**config.mk**
```make
export PLATFORM = sky130hd
export DESIGN_NAME = seqdiv
export DESIGN_NICKNAME = d
export VERILOG_FILES = /design/src/rtl/seqdiv_pkg.sv /design/src/rtl/seqdiv_seq.sv /design/src/rtl/seqdiv_core.sv /design/src/rtl/seqdiv_fmt.sv /design/src/rtl/seqdiv.sv
export SDC_FILE = /design/constraint.sdc
export NUM_CORES = 1
export LEC_CHECK = 0
export BUFFER_PORTS_ARGS = -buffer_cell sky130_fd_sc_hd__buf_4
export CAP_MARGIN = 5
export CORE_MARGIN = 1.5
export CORE_UTILIZATION = 55
export DETAILED_ROUTE_END_ITERATION = 16
export PLACE_DENSITY = 0.75
export SLEW_MARGIN = 20
export SYNTH_ARGS = -nofsm -noshare
export SYNTH_HDL_FRONTEND = slang
export SYNTH_SLANG_ARGS = --single-unit
```
**constraint.sdc**
```tcl
create_clock -name clk -period 4.04 [get_ports clk]
set_clock_uncertainty 0.2 [all_clocks]
set_input_delay 0.404 -clock clk [delete_from_list [all_inputs] [get_ports clk]]
set_output_delay 0.404 -clock clk [all_outputs]
set_load 0.05 [all_outputs]
```
**src/rtl/seqdiv_pkg.sv**
```systemverilog
package seqdiv_pkg;

    localparam int DIV_W = 16;

    typedef enum logic [1:0] {
        PH_IDLE,
        PH_ITER,
        PH_FIX,
        PH_OUT
    } phase_e;

    typedef struct packed {
        logic qneg;
        logic rneg;
        logic sgn;
        logic zdiv;
        logic hi_ovf;
    } div_flags_t;

endpackage

```
**src/rtl/seqdiv_seq.sv**
```systemverilog
module seqdiv_seq
    import seqdiv_pkg::*;
#(
    parameter int W = DIV_W
) (
    input  logic   clk,
    input  logic   rst,
    input  logic   start,
    input  logic   hold,
    output logic   busy,
    output logic   load,
    output logic   adv,
    output logic   finish,
    output phase_e phase
);
    localparam int LAST = W + 2;
    localparam int CW   = $clog2(LAST + 1);

    logic [CW-1:0] cnt;

    always_comb begin
        load = start && !busy && !hold;
        adv  = busy && !hold;
        if (!busy)
            phase = PH_IDLE;
        else if (cnt <= CW'(W))
            phase = PH_ITER;
        else if (cnt == CW'(W + 1))
            phase = PH_FIX;
        else
            phase = PH_OUT;
        finish = adv && (phase == PH_OUT);
    end

    always_ff @(posedge clk) begin
        if (rst) begin
            busy <= 1'b0;
            cnt  <= '0;
        end else if (load) begin
            busy <= 1'b1;
            cnt  <= CW'(1);
        end else if (adv) begin
            if (cnt == CW'(LAST)) begin
                busy <= 1'b0;
                cnt  <= '0;
            end else begin
                cnt <= cnt + 1'b1;
            end
        end
    end

    // an active operation always has its step count in range
    p_cnt_range_r3: assert property (@(posedge clk) disable iff (rst)
        busy |-> (cnt >= CW'(1)) && (cnt <= CW'(LAST)));

    // a held cycle neither advances nor ends the operation
    p_hold_cnt_r5: assert property (@(posedge clk) disable iff (rst)
        (busy && hold) |=> (busy && $stable(cnt)));

endmodule

```
**src/rtl/seqdiv_core.sv**
```systemverilog
module seqdiv_core
    import seqdiv_pkg::*;
#(
    parameter int W = DIV_W
) (
    input  logic           clk,
    input  logic           rst,
    input  logic           load,
    input  logic           adv,
    input  phase_e         phase,
    input  logic           wide,
    input  logic           frac,
    input  logic           sgn,
    input  logic [2*W-1:0] dividend,
    input  logic [W-1:0]   divisor,
    output logic [W-1:0]   q_raw,
    output logic [W-1:0]   r_raw,
    output logic [W-1:0]   dmag_o,
    output div_flags_t     flags
);
    localparam int PW = W + 2;

    logic [PW-1:0]  pr;
    logic [W-1:0]   nlo;
    logic [W-1:0]   qacc;
    logic [W-1:0]   dmag;

    logic [W-1:0]   a_lo, a_mag, d_mag;
    logic           a16_neg, a_neg, d_neg;
    logic [2*W-1:0] num;
    logic [PW-1:0]  sh, dext, nxt;

    // operand magnitudes and alignment
    always_comb begin
        a_lo    = dividend[W-1:0];
        a16_neg = sgn & a_lo[W-1];
        a_mag   = a16_neg ? -a_lo : a_lo;
        if (frac) begin
            a_neg = a16_neg;
            num   = {{W{1'b0}}, a_mag} << (W - 1);
        end else if (wide) begin
            a_neg = sgn & dividend[2*W-1];
            num   = a_neg ? -dividend : dividend;
        end else begin
            a_neg = a16_neg;
            num   = {{W{1'b0}}, a_mag};
        end
        d_neg = sgn & divisor[W-1];
        d_mag = d_neg ? -divisor : divisor;
    end

    // one non-restoring step
    always_comb begin
        sh   = {pr[W:0], nlo[W-1]};
        dext = {2'b00, dmag};
        nxt  = pr[PW-1] ? (sh + dext) : (sh - dext);
    end

    always_ff @(posedge clk) begin
        if (rst) begin
            pr    <= '0;
            nlo   <= '0;
            qacc  <= '0;
            dmag  <= '0;
            flags <= '0;
        end else if (load) begin
            pr           <= {2'b00, num[2*W-1:W]};
            nlo          <= num[W-1:0];
            qacc         <= '0;
            dmag         <= d_mag;
            flags.qneg   <= a_neg ^ d_neg;
            flags.rneg   <= a_neg;
            flags.sgn    <= sgn;
            flags.zdiv   <= (d_mag == '0);
            flags.hi_ovf <= (num[2*W-1:W] >= d_mag);
        end else if (adv) begin
            case (phase)
                PH_ITER: begin
                    pr   <= nxt;
                    nlo  <= nlo << 1;
                    qacc <= {qacc[W-2:0], ~nxt[PW-1]};
                end
                PH_FIX: begin
                    if (pr[PW-1])
                        pr <= pr + dext;
                end
                default: ;
            endcase
        end
    end

    assign q_raw  = qacc;
    assign r_raw  = pr[W-1:0];
    assign dmag_o = dmag;

    // after fix-up the partial remainder lies in [0, divisor)
    p_rem_range_r1: assert property (@(posedge clk) disable iff (rst)
        (phase == PH_OUT && !flags.zdiv && !flags.hi_ovf)
            |-> (!pr[PW-1] && (pr < dext)));

endmodule

```
**src/rtl/seqdiv_fmt.sv**
```systemverilog
module seqdiv_fmt
    import seqdiv_pkg::*;
#(
    parameter int W = DIV_W
) (
    input  logic [W-1:0] q_raw,
    input  logic [W-1:0] r_raw,
    input  div_flags_t   flags,
    output logic [W-1:0] quo,
    output logic [W-1:0] rem,
    output logic         err
);
    localparam logic [W-1:0] NEG_LIMIT = {1'b1, {(W-1){1'b0}}};

    logic sovf;

    always_comb begin
        sovf = flags.sgn & (flags.qneg ? (q_raw > NEG_LIMIT) : q_raw[W-1]);
        err  = flags.zdiv | flags.hi_ovf | sovf;
        quo  = flags.qneg ? -q_raw : q_raw;
        rem  = flags.rneg ? -r_raw : r_raw;
    end

endmodule

```
**src/rtl/seqdiv.sv**
```systemverilog
module seqdiv
    import seqdiv_pkg::*;
#(
    parameter int W = DIV_W
) (
    input  logic           clk,
    input  logic           rst,
    input  logic           start,
    input  logic           hold,
    input  logic           wide,
    input  logic           frac,
    input  logic           sgn,
    input  logic [2*W-1:0] dividend,
    input  logic [W-1:0]   divisor,
    output logic           done,
    output logic [W-1:0]   quotient,
    output logic [W-1:0]   remainder,
    output logic           err
);
    logic       busy, load, adv, finish;
    phase_e     phase;
    logic [W-1:0] q_raw, r_raw, dmag, f_quo, f_rem;
    logic       f_err;
    div_flags_t flags;

    seqdiv_seq #(.W(W)) u_seq (
        .clk(clk), .rst(rst), .start(start), .hold(hold),
        .busy(busy), .load(load), .adv(adv), .finish(finish), .phase(phase)
    );

    seqdiv_core #(.W(W)) u_core (
        .clk(clk), .rst(rst), .load(load), .adv(adv), .phase(phase),
        .wide(wide), .frac(frac), .sgn(sgn),
        .dividend(dividend), .divisor(divisor),
        .q_raw(q_raw), .r_raw(r_raw), .dmag_o(dmag), .flags(flags)
    );

    seqdiv_fmt #(.W(W)) u_fmt (
        .q_raw(q_raw), .r_raw(r_raw), .flags(flags),
        .quo(f_quo), .rem(f_rem), .err(f_err)
    );

    always_ff @(posedge clk) begin
        if (rst) begin
            done      <= 1'b0;
            quotient  <= '0;
            remainder <= '0;
            err       <= 1'b0;
        end else begin
            done <= finish;
            if (finish) begin
                quotient  <= f_quo;
                remainder <= f_rem;
                err       <= f_err;
            end
        end
    end

    // result strobe lasts one cycle
    p_done_pulse_r3: assert property (@(posedge clk) disable iff (rst)
        done |=> !done);

    // a held cycle changes no partial result and produces no strobe
    p_hold_freeze_r5: assert property (@(posedge clk) disable iff (rst)
        (busy && hold) |=> ($stable(q_raw) && $stable(r_raw) && !done));

    // divide by zero is always flagged
    p_zero_div_r6: assert property (@(posedge clk) disable iff (rst)
        (done && dmag == '0) |-> err);

    // signed non-zero remainder carries the dividend sign
    p_rem_sign_r2: assert property (@(posedge clk) disable iff (rst)
        (done && !err && flags.sgn && remainder != '0)
            |-> (remainder[W-1] == flags.rneg));

    // results change only together with the strobe
    p_out_stable_r9: assert property (@(posedge clk) disable iff (rst)
        !($stable(quotient) && $stable(remainder) && $stable(err)) |-> done);

endmodule

```
---- After elaboration in Yosys (flattened, before gate mapping) ----
Index checks and enable logic that the tools add are counted.
storage, ports and cells
  bits in registers ....................... 111
  input bits .............................. 55
  output and inout port bits .............. 34
  word-level logic and storage cells ...... 91
cells by class
  add/subtract/negate cells ............... 9
  $lt $le $gt $ge ......................... 3
  equality and inequality tests ........... 7
  muxes and demuxes ....................... 27
  bitwise logic cells ..................... 8
  reductions and logical operators ........ 19
operator list
  operator                                                          count
  16-bit 2-to-1 mux                                                 9
  32-bit 2-to-1 mux                                                 3
  16-bit negation                                                   4
  18-bit by 16-bit adder with 18-bit output                         2
  18-bit 2-to-1 mux                                                 2
  18-bit one-hot mux with 2 select lines                            1
  32-bit negation                                                   1
  18-bit by 16-bit subtractor with 18-bit output                    1
  16-bit >= comparator                                              1
  16-bit > comparator (second input constant)                       1
  16-bit logical NOT                                                1
  5-bit equality test (second input constant)                       2
  1-bit 2-to-1 mux                                                  9
  2-bit AND reduction                                               4
  2-bit nonzero test                                                4
  3-bit AND reduction                                               2
  5-bit by 1-bit adder with 5-bit output (second input constant)    1
  5-bit <= comparator (second input constant)                       1
  5-bit 2-to-1 mux                                                  1
  1-bit AND                                                         4
  2-bit equality test (second input constant)                       2
  1-bit logical AND                                                 4
  2-bit 2-to-1 mux                                                  2
  3-bit by 2-bit != test with 1-bit output (second input constant)  1
  8 further kinds                                                   10

---- Longest topological paths before layout ----
  depth in word-level cells ............... 8
  gate-level depth with buffers ........... 16
  gate-level depth less buffers ........... 16

---- Cells and area by module ----
A second synthesis with hierarchy kept.
unflattened totals
  cell total of the unflattened synthesis .. 1132
  area total of the unflattened synthesis .. 8942.3 µm²
modules (own cells, without submodules)
  module       times used  cells an instance  area an instance (µm²)  seq. area each (µm²)
  seqdiv_core  1           885                6690.2                  1421.4
  seqdiv       1           109                1229.9                  680.7
  seqdiv_fmt   1           93                 638.1                   0.0
  seqdiv_seq   1           45                 384.1                   120.1

---- Worst setup path before layout ----
Ideal clock, no wire load.
  kind .................................... register to register
  start ................................... register u_core.pr[17]
  end ..................................... register u_core.qacc[0] (netlist: u_core.q_raw[0])
  library setup time ...................... 0.116 ns
  arrival ................................. 3.193 ns
  required time ........................... 3.724 ns
  slack ................................... 0.530 ns
  stages on the path, launching flop included .. 12
  buffers on the path ..................... 2
  clock period less this slack ............ 3.510 ns
  path through ............................ dfxtp_1 clkbuf_1 clkbuf_1 mux2_2 ha_1 a211o_1 a2111oi_0 o31ai_1 a31oi_1 o21ai_0 xnor2_1 a31o_2
between the ends
  cells in the longest elaborated chain, start to end .. 2
ends and longest elaborated chain
  element                 RTL line           text
  from (decl)             seqdiv_core.sv:23  logic [PW-1:0] pr;
  from (signal assigned)  seqdiv_core.sv:67  pr <= {2'b00, num[2*W-1:W]};
  from (signal assigned)  seqdiv_core.sv:79  pr <= nxt;
  from (signal assigned)  seqdiv_core.sv:85  pr <= pr + dext;
  18-bit 2-to-1 mux       seqdiv_core.sv:56  nxt = pr[PW-1] ? (sh + dext) : (sh - dext);
  1-bit inverter          seqdiv_core.sv:81  qacc <= {qacc[W-2:0], ~nxt[PW-1]};
  to (signal assigned)    seqdiv_core.sv:81
  to (decl)               seqdiv_core.sv:25  logic [W-1:0] qacc;
Every way passes these cells.
A chain may end at the register's enable or synchronous reset.

---- Worst setup path after layout ----
  start ................................... register u_core.dmag[2] (netlist: u_core.dmag_o[2])
  end ..................................... register u_core.qacc[0] (netlist: u_core.q_raw[0])
between the ends
  cells in the longest elaborated chain, start to end .. 3
  elaborated cells on any way between the ends .. 4
  classes of those cells .................. 2 x add/sub; 1 x mux; 1 x bitwise
ends and longest elaborated chain
  element                                                                                                      RTL line           text
  from (decl)                                                                                                  seqdiv_core.sv:26  logic [W-1:0] dmag;
  from (signal assigned)                                                                                       seqdiv_core.sv:70  dmag <= d_mag;
  18-bit by 16-bit subtractor with 18-bit output or 18-bit by 16-bit adder with 18-bit output (tied branches)  seqdiv_core.sv:56
  18-bit 2-to-1 mux (*)                                                                                        seqdiv_core.sv:56
  1-bit inverter (*)                                                                                           seqdiv_core.sv:81
Every way passes the cells marked *; elsewhere a longest branch is shown, timed or not.

==> results.yml <==
clock_tree:
  cts_tree: "yes"
  hold_buffers: 0
  clock_latency_ps: 370
  clockBufferDepth: 2
  root_buffer: "clkbuf_16"
  numCtsBuffers: 9
  post_cts_buffers: 0
  htree_levels: 3
  clk_pin_slew_worst_paths_ps: 80
  cts_resized: 0
  cts.sink_count: 111
finish:
  drive_gt1_frac: 0.117
  layout_commonest_cell: "nand2_1"
  syn2layout_area_growth_pct: 13.9
  mostFrequentLayoutCells: "nand2_1, nor2_1, buf_4"
  num_antenna_cells: 0
  design_area_um2: 9870
  fin_util: 0.645
  layout.nets: 1346
min_path:
  hold_depth: 3
  hold_path_class: "input pin to flop"
  min_to: "u_core.dmag_o[0]"
  hp-start: "divisor[0]"
sta:
  post-route-worst-setup-slack_ps: 331
  hold_violations: 0
  finalSetupViolations: 0
  relSlewSlack: 0.426
  tightestPinTransition_ps: 858
  min_period_ps: 3710
  rsz0062_at_grt: "no"
  fmax_mhz: 270
  setup_tns_ps: 0
  drv_slew: 0
  period_share: 0.918
power_and_ir_drop:
  irDropWorstVdd_uv: 247
  p_leak_nw: 4.04
  power.density_nw_per_um2: 324
  power_w: 0.00320
run_status:
  status: "finished clean"
detailed_routing:
  via_per_inst: 6.03
  ant_nets: 0
  routed_wl_mm: 24.3
  num_vias: 8731
  initialDrtViolationCount: 736
  wl_per_cell_um: 16.8
  drtPass1Iterations: 7
  post-route-drc-count: 0
placement:
  dp_hpwl_mm: 18.8
  post-place-ws_ps: 332
  gp_congestion: 0.997
  place_area_um2: 9560
  portBuffers: 88
die:
  initial_core_util: 0.566
  core_um2: 15300
  io_pins: 89
  dieWidth_um: 129
  die_h_um: 129
  rows: 45
  die_area_um2: 16500
critical_path:
  critPathCaptureType: "flop"
  reg2reg_setup_slack_ps: 330
  rr_startpoint: "u_core.dmag_o[2]"
  worstPathMaxFanout: 5
  cp.required_ps: 4110
  worst-path-buf-inv: 1
  slowest_delay_ps: 390
  worst-setup-path-type: "flop to flop"
  cp_data_arrival_time_ps: 3780
  reg2regPathDepth: 15
  crit_slowest_cell: "dfxtp_1"
  worstReg2RegEnd: "u_core.q_raw[0]"
  path_delay_family: "compound AO/OA/AOI/OAI gates"
  startpoint_type: "flop"
  path_cells: "nor2_1 > nand2_1 > nor3_1 > buf_4 > nand2_1 > nor2_1 > a21oi_1 > xor2_1 > ha_1 > a21oi_1 > o21ai_0 > a31oi_1 > o21ai_0 > xnor2_1 > a31o_2"
yosys:
  synth-compound-area-share: 0.262
  synth_edf_count: 0
  ys_warn_count: 0
  postSynthAreaPerCell_um2: 7.42
  ys_seq_area_frac: 0.256
  synthAdderAreaFrac: 0.0884
  syn_nets: 1283
  synth.area.mux_share: 0.0107
  ys_types: 63
  synth-async-reset-ratio: 0
  synth_cells: 1168
  synth_flop_cell: "dfxtp_1"
  yosys.area_share.simple: 0.218
  synth_xor_area_frac: 0.120
  synth_seq_cells: 111
  netlist_area_um2: 8660
  synth_top_family_by_area: "compound AO/OA/AOI/OAI gates"
grt:
  grt_pass1_wl_mm: 39.0
  grt_pass1_vias: 7603
  antenna_found_initial: 0
  grt_max_degree: 67
  grt.overflow.total: 0
  track_usage: 0.296
run:
  maxCapViolations: 0
sequential cells by signal, summed over array words and instances, names as in the netlist:
name,flops
quotient,16
u_seq.busy,1
u_core.q_raw,16
u_core.pr,18
u_core.flags,5
remainder,16
u_core.nlo,16
u_seq.cnt,5
done,1
err,1
u_core.dmag_o,16
power breakdown:
part / leakage, nW / internal (W) / switching [W] / total [W]
Sequential: 0.902 / 0.00114 / 0.0000726 / 0.00121
Clock: 0.150 / 0.000446 / 0.000470 / 0.000915
Combinational: 2.99 / 0.000451 / 0.000624 / 0.00107
synthesized netlist by cell type, types with 3 or more instances:
| library cell | count | area (um^2) |
|---|---|---|
| nor2_1 | 133 | 499 |
| a41oi_1 | 9 | 78.8 |
| dfxtp_1 | 111 | 2220 |
| a21o_1 | 16 | 120 |
| or4_1 | 3 | 22.5 |
| a31oi_1 | 33 | 206 |
| o21a_1 | 3 | 22.5 |
| and4_1 | 4 | 35.0 |
| nand2_1 | 146 | 548 |
| nand2b_1 | 12 | 75.1 |
| nand4_1 | 13 | 81.3 |
| mux2i_1 | 7 | 70.1 |
| o31ai_1 | 15 | 113 |
| and2_1 | 4 | 25.0 |
| o2bb2ai_1 | 3 | 26.3 |
| o211a_1 | 3 | 30.0 |
| nor3b_1 | 4 | 30.0 |
| a221oi_1 | 4 | 35.0 |
| a22oi_1 | 7 | 52.6 |
| and3_1 | 10 | 62.6 |
| o22ai_1 | 7 | 43.8 |
| a211oi_1 | 53 | 398 |
| nand3b_1 | 3 | 22.5 |
| buf_2 | 4 | 20.0 |
| inv_1 | 36 | 135 |
| xnor2_1 | 58 | 508 |
| nor4_1 | 7 | 43.8 |
| o21bai_1 | 5 | 37.5 |
| o211ai_1 | 6 | 45.0 |
| nor2b_1 | 11 | 68.8 |
| nor3_1 | 27 | 135 |
| clkbuf_1 | 56 | 210 |
| xor2_1 | 61 | 534 |
| o21ai_0 | 56 | 280 |
| a32oi_1 | 4 | 35.0 |
| nand3_1 | 21 | 105 |
| a21oi_1 | 109 | 546 |
| or2_2 | 3 | 18.8 |
| or3_1 | 8 | 50.1 |
| ha_1 | 58 | 726 |
stage by stage:
step | hold slack, ps | cells
2_1_floorplan | 226 | 1168
3_3_place_gp | 240 | 1431
3_5_place_dp | 246 | 1431
4_1_cts | 110 | 1447
5_1_grt | 115 | 1447
6_report | 112 | 1447
layer usage:
| layer | up-vias | wire, um | GRT usage |
|---|---|---|---|
| li1 | 4333 | - | - |
| met1 | 4041 | 11300 | 0.429 |
| met2 | 327 | 10700 | 0.460 |
| met3 | 30 | 1800 | 0.0320 |
| met4 | 0 | 508 | 0.0991 |
| met5 | - | 0 | 0 |
worst max path at each step:
stage | from | end | slack (ps) | cells after the start
finish | u_core.dmag_o[2] | u_core.q_raw[0] | 330 | 15
global route | u_core.dmag_o[2] | u_core.q_raw[0] | 100 | 15
detailed placement | dividend[20] | u_core.flags[0] | 330 | 13
CTS | u_core.dmag_o[1] | u_core.q_raw[0] | 370 | 12
floorplan | u_core.pr[17] | u_core.q_raw[0] | 530 | 11
global placement | u_core.dmag_o[1] | u_core.q_raw[0] | 440 | 12
layout make-up:
cell class | count | area, um^2
inverters | 36 | 135
well taps | 211 | 264
flip-flops and latches | 111 | 2220
clock buffers | 9 | 225
repair buffers | 115 | 863
clock inverters | 7 | 81.3
multi-input cells | 958 | 6080
fillers | 1430 | 5440
cells by family after synthesis:
logic type	after synthesis
AO/OA/AOI/OAI	356
XOR/XNOR	119
adder cells (fa/ha/maj)	60
buffers and inverters	99
flip-flops	111
multiplexers	9
AND/OR/NAND/NOR	414
tightest hold or removal path, stage by stage:
cell and delay [ps]:
buf_4 130, nand2_1 50, a21oi_1 50
No activity file was read; power rests on OpenSTA's default activity.
